## config.mk

```make
export PLATFORM = sky130hd
export DESIGN_NAME = tbase_counter
export DESIGN_NICKNAME = d
export VERILOG_FILES = /design/src/rtl/tbase_pkg.sv /design/src/rtl/tbase_prescale.sv /design/src/rtl/tbase_core.sv /design/src/rtl/tbase_repgate.sv /design/src/rtl/tbase_counter.sv
export SDC_FILE = /design/constraint.sdc
export NUM_CORES = 1
export LEC_CHECK = 0
export BUFFER_PORTS_ARGS = -buffer_cell sky130_fd_sc_hd__buf_2
export CAP_MARGIN = 15
export CORE_AREA = 2 2 93 95
export CTS_BUF_LIST = sky130_fd_sc_hd__clkbuf_8
export DETAILED_ROUTE_END_ITERATION = 8
export DIE_AREA = 0 0 95 97
export HOLD_SLACK_MARGIN = 0.1
export PLACE_DENSITY = 0.86
export SLEW_MARGIN = 20
export SYNTH_ARGS = -nofsm -noshare
export SYNTH_HDL_FRONTEND = slang
export SYNTH_SLANG_ARGS = --single-unit
```

## constraint.sdc

```tcl
create_clock -name clk -period 2.9 [get_ports clk]
set_input_delay 0.29 -clock clk [delete_from_list [all_inputs] [get_ports clk]]
set_output_delay 0.29 -clock clk [all_outputs]
set_load 0.02 [all_outputs]
```

## src/rtl/tbase_pkg.sv

```systemverilog
package tbase_pkg;
  typedef enum logic [2:0] {
    TB_UP       = 3'd0,
    TB_DOWN     = 3'd1,
    TB_CTR_BOT  = 3'd2,
    TB_CTR_TOP  = 3'd3,
    TB_CTR_BOTH = 3'd4
  } tb_mode_e;
endpackage

```

## src/rtl/tbase_prescale.sv

```systemverilog
module tbase_prescale #(
  parameter int PSC_W = 16
) (
  input  logic             clk,
  input  logic             rst_n,
  input  logic             run,
  input  logic             clr,
  input  logic [PSC_W-1:0] psc,
  output logic             tick
);
  logic [PSC_W-1:0] div_q, div_d;
  logic             at_end;

  assign at_end = (div_q >= psc);

  always_comb begin
    div_d = div_q;
    if (!run || clr)  div_d = '0;
    else if (at_end)  div_d = '0;
    else              div_d = div_q + PSC_W'(1);
  end

  always_ff @(posedge clk or negedge rst_n) begin
    if (!rst_n) div_q <= '0;
    else        div_q <= div_d;
  end

  // one tick per psc+1 cycles while running
  assign tick = run & at_end;
endmodule

```

## src/rtl/tbase_core.sv

```systemverilog
module tbase_core
  import tbase_pkg::*;
#(
  parameter int CNT_W = 16
) (
  input  logic             clk,
  input  logic             rst_n,
  input  logic             tick,
  input  logic             clr,
  input  logic [2:0]       mode,
  input  logic [CNT_W-1:0] period,
  output logic [CNT_W-1:0] count,
  output logic             dir_down,
  output logic             hw_evt
);
  localparam logic [CNT_W-1:0] ONE = CNT_W'(1);

  tb_mode_e         mode_e;
  logic [CNT_W-1:0] cnt_q, cnt_d;
  logic             dir_q, dir_d, hit;
  logic [CNT_W:0]   inc_w;
  logic             top_turn, bot_turn;

  assign mode_e   = tb_mode_e'(mode);
  assign inc_w    = {1'b0, cnt_q} + {{CNT_W{1'b0}}, 1'b1};
  assign top_turn = (inc_w >= {1'b0, period});
  assign bot_turn = (cnt_q <= ONE);

  always_comb begin
    cnt_d = cnt_q;
    dir_d = dir_q;
    hit   = 1'b0;
    if (clr) begin
      // clear wins over a tick
      if (mode_e == TB_DOWN) begin
        cnt_d = period;
        dir_d = 1'b1;
      end else begin
        cnt_d = '0;
        dir_d = 1'b0;
      end
    end else if (tick) begin
      case (mode_e)
        TB_DOWN: begin
          dir_d = 1'b1;
          if (cnt_q == '0) begin
            cnt_d = period;
            hit   = 1'b1;
          end else begin
            cnt_d = cnt_q - ONE;
          end
        end
        TB_CTR_BOT, TB_CTR_TOP, TB_CTR_BOTH: begin
          if (!dir_q) begin
            if (top_turn) begin
              cnt_d = period;
              dir_d = 1'b1;
              hit   = (mode_e != TB_CTR_BOT);
            end else begin
              cnt_d = inc_w[CNT_W-1:0];
            end
          end else begin
            if (bot_turn) begin
              cnt_d = '0;
              dir_d = 1'b0;
              hit   = (mode_e != TB_CTR_TOP);
            end else begin
              cnt_d = cnt_q - ONE;
            end
          end
        end
        default: begin
          dir_d = 1'b0;
          if (cnt_q >= period) begin
            cnt_d = '0;
            hit   = 1'b1;
          end else begin
            cnt_d = inc_w[CNT_W-1:0];
          end
        end
      endcase
    end
  end

  always_ff @(posedge clk or negedge rst_n) begin
    if (!rst_n) begin
      cnt_q <= '0;
      dir_q <= 1'b0;
    end else begin
      cnt_q <= cnt_d;
      dir_q <= dir_d;
    end
  end

  assign count    = cnt_q;
  assign dir_down = dir_q;
  assign hw_evt   = hit;
endmodule

```

## src/rtl/tbase_repgate.sv

```systemverilog
module tbase_repgate #(
  parameter int REP_W = 8
) (
  input  logic             clk,
  input  logic             rst_n,
  input  logic             hw_evt,
  input  logic             sw_upd,
  input  logic             flag_clr,
  input  logic [REP_W-1:0] rep_in,
  output logic             upd_now,
  output logic             update_pulse,
  output logic             update_flag,
  output logic [REP_W-1:0] rep_left
);
  logic [REP_W-1:0] rep_q, rep_d;
  logic             pulse_q, flag_q, flag_d;

  // gate hardware candidates by the repetition count
  assign upd_now = sw_upd | (hw_evt & (rep_q == '0));

  always_comb begin
    rep_d = rep_q;
    if (upd_now)     rep_d = rep_in;
    else if (hw_evt) rep_d = rep_q - REP_W'(1);
    // set beats clear
    flag_d = upd_now | (flag_q & ~flag_clr);
  end

  always_ff @(posedge clk or negedge rst_n) begin
    if (!rst_n) begin
      rep_q   <= '0;
      pulse_q <= 1'b0;
      flag_q  <= 1'b0;
    end else begin
      rep_q   <= rep_d;
      pulse_q <= upd_now;
      flag_q  <= flag_d;
    end
  end

  assign update_pulse = pulse_q;
  assign update_flag  = flag_q;
  assign rep_left     = rep_q;
endmodule

```

## src/rtl/tbase_counter.sv

```systemverilog
module tbase_counter #(
  parameter int CNT_W = 16,
  parameter int PSC_W = 16,
  parameter int REP_W = 8
) (
  input  logic             clk,
  input  logic             rst_n,
  input  logic             start,
  input  logic             stop,
  input  logic             cnt_clear,
  input  logic             sw_update,
  input  logic             flag_clr,
  input  logic [2:0]       mode,
  input  logic             one_shot,
  input  logic             preload_en,
  input  logic [PSC_W-1:0] psc_in,
  input  logic [CNT_W-1:0] period_in,
  input  logic [REP_W-1:0] rep_in,
  output logic [CNT_W-1:0] count,
  output logic             dir_down,
  output logic             update_pulse,
  output logic             update_flag,
  output logic [REP_W-1:0] rep_left
);
  logic [1:0]       rst_sync;
  logic             rst_int_n;
  logic             run_q, run_d;
  logic [CNT_W-1:0] shadow_q, shadow_d, eff_per;
  logic             tick, hw_evt, upd_now;

  // asynchronous assertion, synchronous release
  always_ff @(posedge clk or negedge rst_n) begin
    if (!rst_n) rst_sync <= 2'b00;
    else        rst_sync <= {rst_sync[0], 1'b1};
  end
  assign rst_int_n = rst_sync[1];

  always_comb begin
    run_d = run_q;
    if (stop)                             run_d = 1'b0;
    else if (run_q && one_shot && upd_now) run_d = 1'b0;
    else if (start)                       run_d = 1'b1;
    // shadow follows the input while idle or at an update
    shadow_d = (upd_now || !run_q) ? period_in : shadow_q;
  end

  always_ff @(posedge clk or negedge rst_int_n) begin
    if (!rst_int_n) begin
      run_q    <= 1'b0;
      shadow_q <= '0;
    end else begin
      run_q    <= run_d;
      shadow_q <= shadow_d;
    end
  end

  assign eff_per = preload_en ? shadow_q : period_in;

  tbase_prescale #(.PSC_W(PSC_W)) u_psc (
    .clk  (clk),
    .rst_n(rst_int_n),
    .run  (run_q),
    .clr  (cnt_clear),
    .psc  (psc_in),
    .tick (tick)
  );

  tbase_core #(.CNT_W(CNT_W)) u_core (
    .clk     (clk),
    .rst_n   (rst_int_n),
    .tick    (tick),
    .clr     (cnt_clear),
    .mode    (mode),
    .period  (eff_per),
    .count   (count),
    .dir_down(dir_down),
    .hw_evt  (hw_evt)
  );

  tbase_repgate #(.REP_W(REP_W)) u_rep (
    .clk         (clk),
    .rst_n       (rst_int_n),
    .hw_evt      (hw_evt),
    .sw_upd      (sw_update),
    .flag_clr    (flag_clr),
    .rep_in      (rep_in),
    .upd_now     (upd_now),
    .update_pulse(update_pulse),
    .update_flag (update_flag),
    .rep_left    (rep_left)
  );
endmodule

```

==> impl_metrics.json <==
{
  "die_y_um": 97,
  "clk_latency_ns": 0.36,
  "final_core_util_pct": 83.0,
  "dr_total_vias": 5494,
  "hold_start": "flag_clr",
  "cp_slowest_cell": "dfrtp_1",
  "finalPower_mw": 2.51,
  "setup_viol": 44,
  "worst_pin_slew_ns": 0.746,
  "grtUsageMet2_pct": 59.8,
  "wire_per_inst_um": 21.1,
  "synth_top_area_cell": "dfrtp_1",
  "synth_top_cells_by_area": "dfrtp_1 31%, ha_1 13%, nor2_1 4.4%, nand2_1 3.6%, xor2_1 3.5%",
  "globalplace.congestion": 0.971,
  "synth_top_area_share_pct": 30.6,
  "fin_skew_ns": 0.0191,
  "layout-area-overhead-vs-synth_pct": 33.1,
  "synth_area_mm2": 0.00507,
  "critPathMaxFanout": 8,
  "place_inst": 804,
  "arrival_ns": 4.13,
  "rrSetupSlack_ns": -1.0,
  "drive_gt1_share_pct": 37.4,
  "tns_ns": -35.99,
  "synth_cell_types": 67,
  "fin_area_mm2": 0.00675,
  "cp_slowest_stage_delay_ns": 0.39,
  "coreArea_mm2": 0.00813,
  "grt_pass1_vias": 5460,
  "syn_avg_cell_area_um2": 8.93,
  "relSlewSlack_pct": 50.2,
  "outcome": "finished with violations",
  "row_count": 33,
  "layout.cells.non_filler": 833,
  "worst_slack_ns": -0.999,
  "grt_use_total_pct": 36.4,
  "antenna_cells": 0,
  "placed_cell_area_mm2": 0.00613,
  "cts.sinks": 62,
  "met1_usage_pct": 46.2,
  "final_common_cell": "buf_4",
  "synth-seq-area-share_pct": 30.6,
  "hold_viol": 0,
  "startpoint": "u_core.count[1]$_DFFE_PN0P_",
  "dp_hpwl_mm": 11.2,
  "cp_top_family": "simple AND/OR/NAND/NOR gates",
  "grt_overflow": 0,
  "start_util_pct": 62.3,
  "cts_root_buffer": "clkbuf_8",
  "critPathLaunchType": "flip-flop",
  "yosysWarnings": 0,
  "grt_pass1_wl_mm": 26.3,
  "ys_seq_elements": 62,
  "nets": 828,
  "numCtsBuffers": 9,
  "fin_crit_sh_pct": 134,
  "met3_usage_pct": 7.24,
  "wirelength_mm": 17.6,
  "fmax_mhz": 256,
  "timing.rr.start": "u_core.count[1]$_DFFE_PN0P_",
  "grt_antenna_before_repair": 0,
  "synthCells": 568,
  "drv_cap": 0,
  "clk_pin_slew_ns": 0.08,
  "vdd.ir_drop.worst_v": 0.000309,
  "required_ns": 3.13,
  "ys.flop_type": "dfrtp_1",
  "fin_hold_ws_ns": 0.116,
  "first_iter_violations": 537,
  "violations": "setup timing",
  "grt_max_degree": 25,
  "worst-path-buf-inv": 2,
  "ant_nets": 0,
  "drcViolationCount": 0,
  "synth.net_count": 673,
  "async_reset_ff_share_pct": 100,
  "cellLeakagePower_nw": 3.38,
  "numPortBuffers": 78,
  "dieArea_mm2": 0.00922,
  "hold_class": "in2reg",
  "cts_tree": "done",
  "pre_cts_ws_ns": -0.721,
  "die_x_um": 95,
  "final_cell_mix": "79 x buf_4, 78 x buf_2, 57 x nor2_1",
  "finalMaxSlewViolations": 0,
  "crit_chain": "ha_1 -> nand2_1 -> nor3_4 -> nand2_1 -> xnor2_2 -> ha_1 -> nand4_1 -> a21oi_2 -> a211oi_2 -> nand3_2 -> a211oi_4 -> nor3_4 -> a211oi_4 -> buf_4 -> buf_12 -> mux2_4",
  "powerDensity_mw_per_mm2": 371,
  "dr.pass1.iters": 5,
  "worstSetupPathType": "reg2reg",
  "ioPinCount": 79,
  "clock_path_buffers": 2,
  "setup.worst_path.end_class": "flip-flop",
  "post_drt_via_cell_ratio": 6.60,
  "h-tree-depth": 3,
  "synth-edff-count": 0,
  "busiest_layer": "met2",
  "period_minus_slack_ns": 3.90,
  "rsz0062_at_grt": "yes"
}
[kinds of logic after synthesis]
family	after synthesis	share of synthesized area [%]
other	1	0.0739
AO/OA/AOI/OAI	129	18.2
XOR/XNOR	36	6.22
buffers and inverters	56	4.56
adder cells (fa/ha/maj)	53	13.1
multiplexers	35	8.09
AND/OR/NAND/NOR	196	19.2
flip-flops	62	30.6
[where the power goes]
group	switching, mW	internal (mW)
sequential	0.0502	0.914
clock	0.378	0.330
combinational	0.475	0.360
total	0.903	1.60
[what timing repair did]
item	4_1_cts	5_1_grt
gates resized for setup	39	30
cloned	1	0
hold buffers	2	0
setup endpoints to repair	43	44
hold endpoints to repair	3	0
pin swaps	34	29
buffers inserted	10	5
[final timing paths]
kind	endpoint	cells past startpoint
setup / recovery	shadow_q[0]$_DFFE_PN0P_	16
hold / removal	u_rep.update_flag$_DFF_PN0_	2
setup reg to reg	shadow_q[0]$_DFFE_PN0P_	16
hold reg to reg	u_psc.div_q[3]$_DFF_PN0_	0
max in group asynchronous	u_core.count[8]$_DFFE_PN0P_	1
min in group asynchronous	u_psc.div_q[3]$_DFF_PN0_	0
[metal layers]
metal / vias up / share of wire [%]
met5: - / 0
met4: 0 / 6.6
met3: 120 / 9.8
met2: 410 / 46
met1: 2582 / 37
li1: 2382 / -
[state kept, by name, summed over array words and instances, names as in the netlist]
register and flops:
u_core.dir_down 1, u_rep.update_pulse 1, u_psc.div_q 16, u_rep.update_flag 1
run_q 1, u_core.count 16, shadow_q 16, u_rep.rep_left 8
rst_sync 2
[synthesized netlist by cell type, types with 7 or more instances]
cell      count
mux2_4       10
a21o_1        8
xor2_1       20
a21oi_1      28
and3_1        7
nor3_1        7
mux2i_1      17
a22oi_1      10
xnor2_1      16
nand2_1      49
dfrtp_1      62
ha_1         53
nor2_1       60
mux2_2        8
o21ai_0      17
a211oi_1      9
nand3_1      26
clkbuf_1     15
inv_1        31
o221ai_1     10
[area by class of cell]
type,instances,area (um^2)
well taps,105,131
flip-flops and latches,62,1560
clock inverters,6,38.8
inverters,31,116
multi-input cells,450,3630
repair buffers,169,1140
clock buffers,10,138
fillers,436,1380
Power figures use the tool's default switching activity.
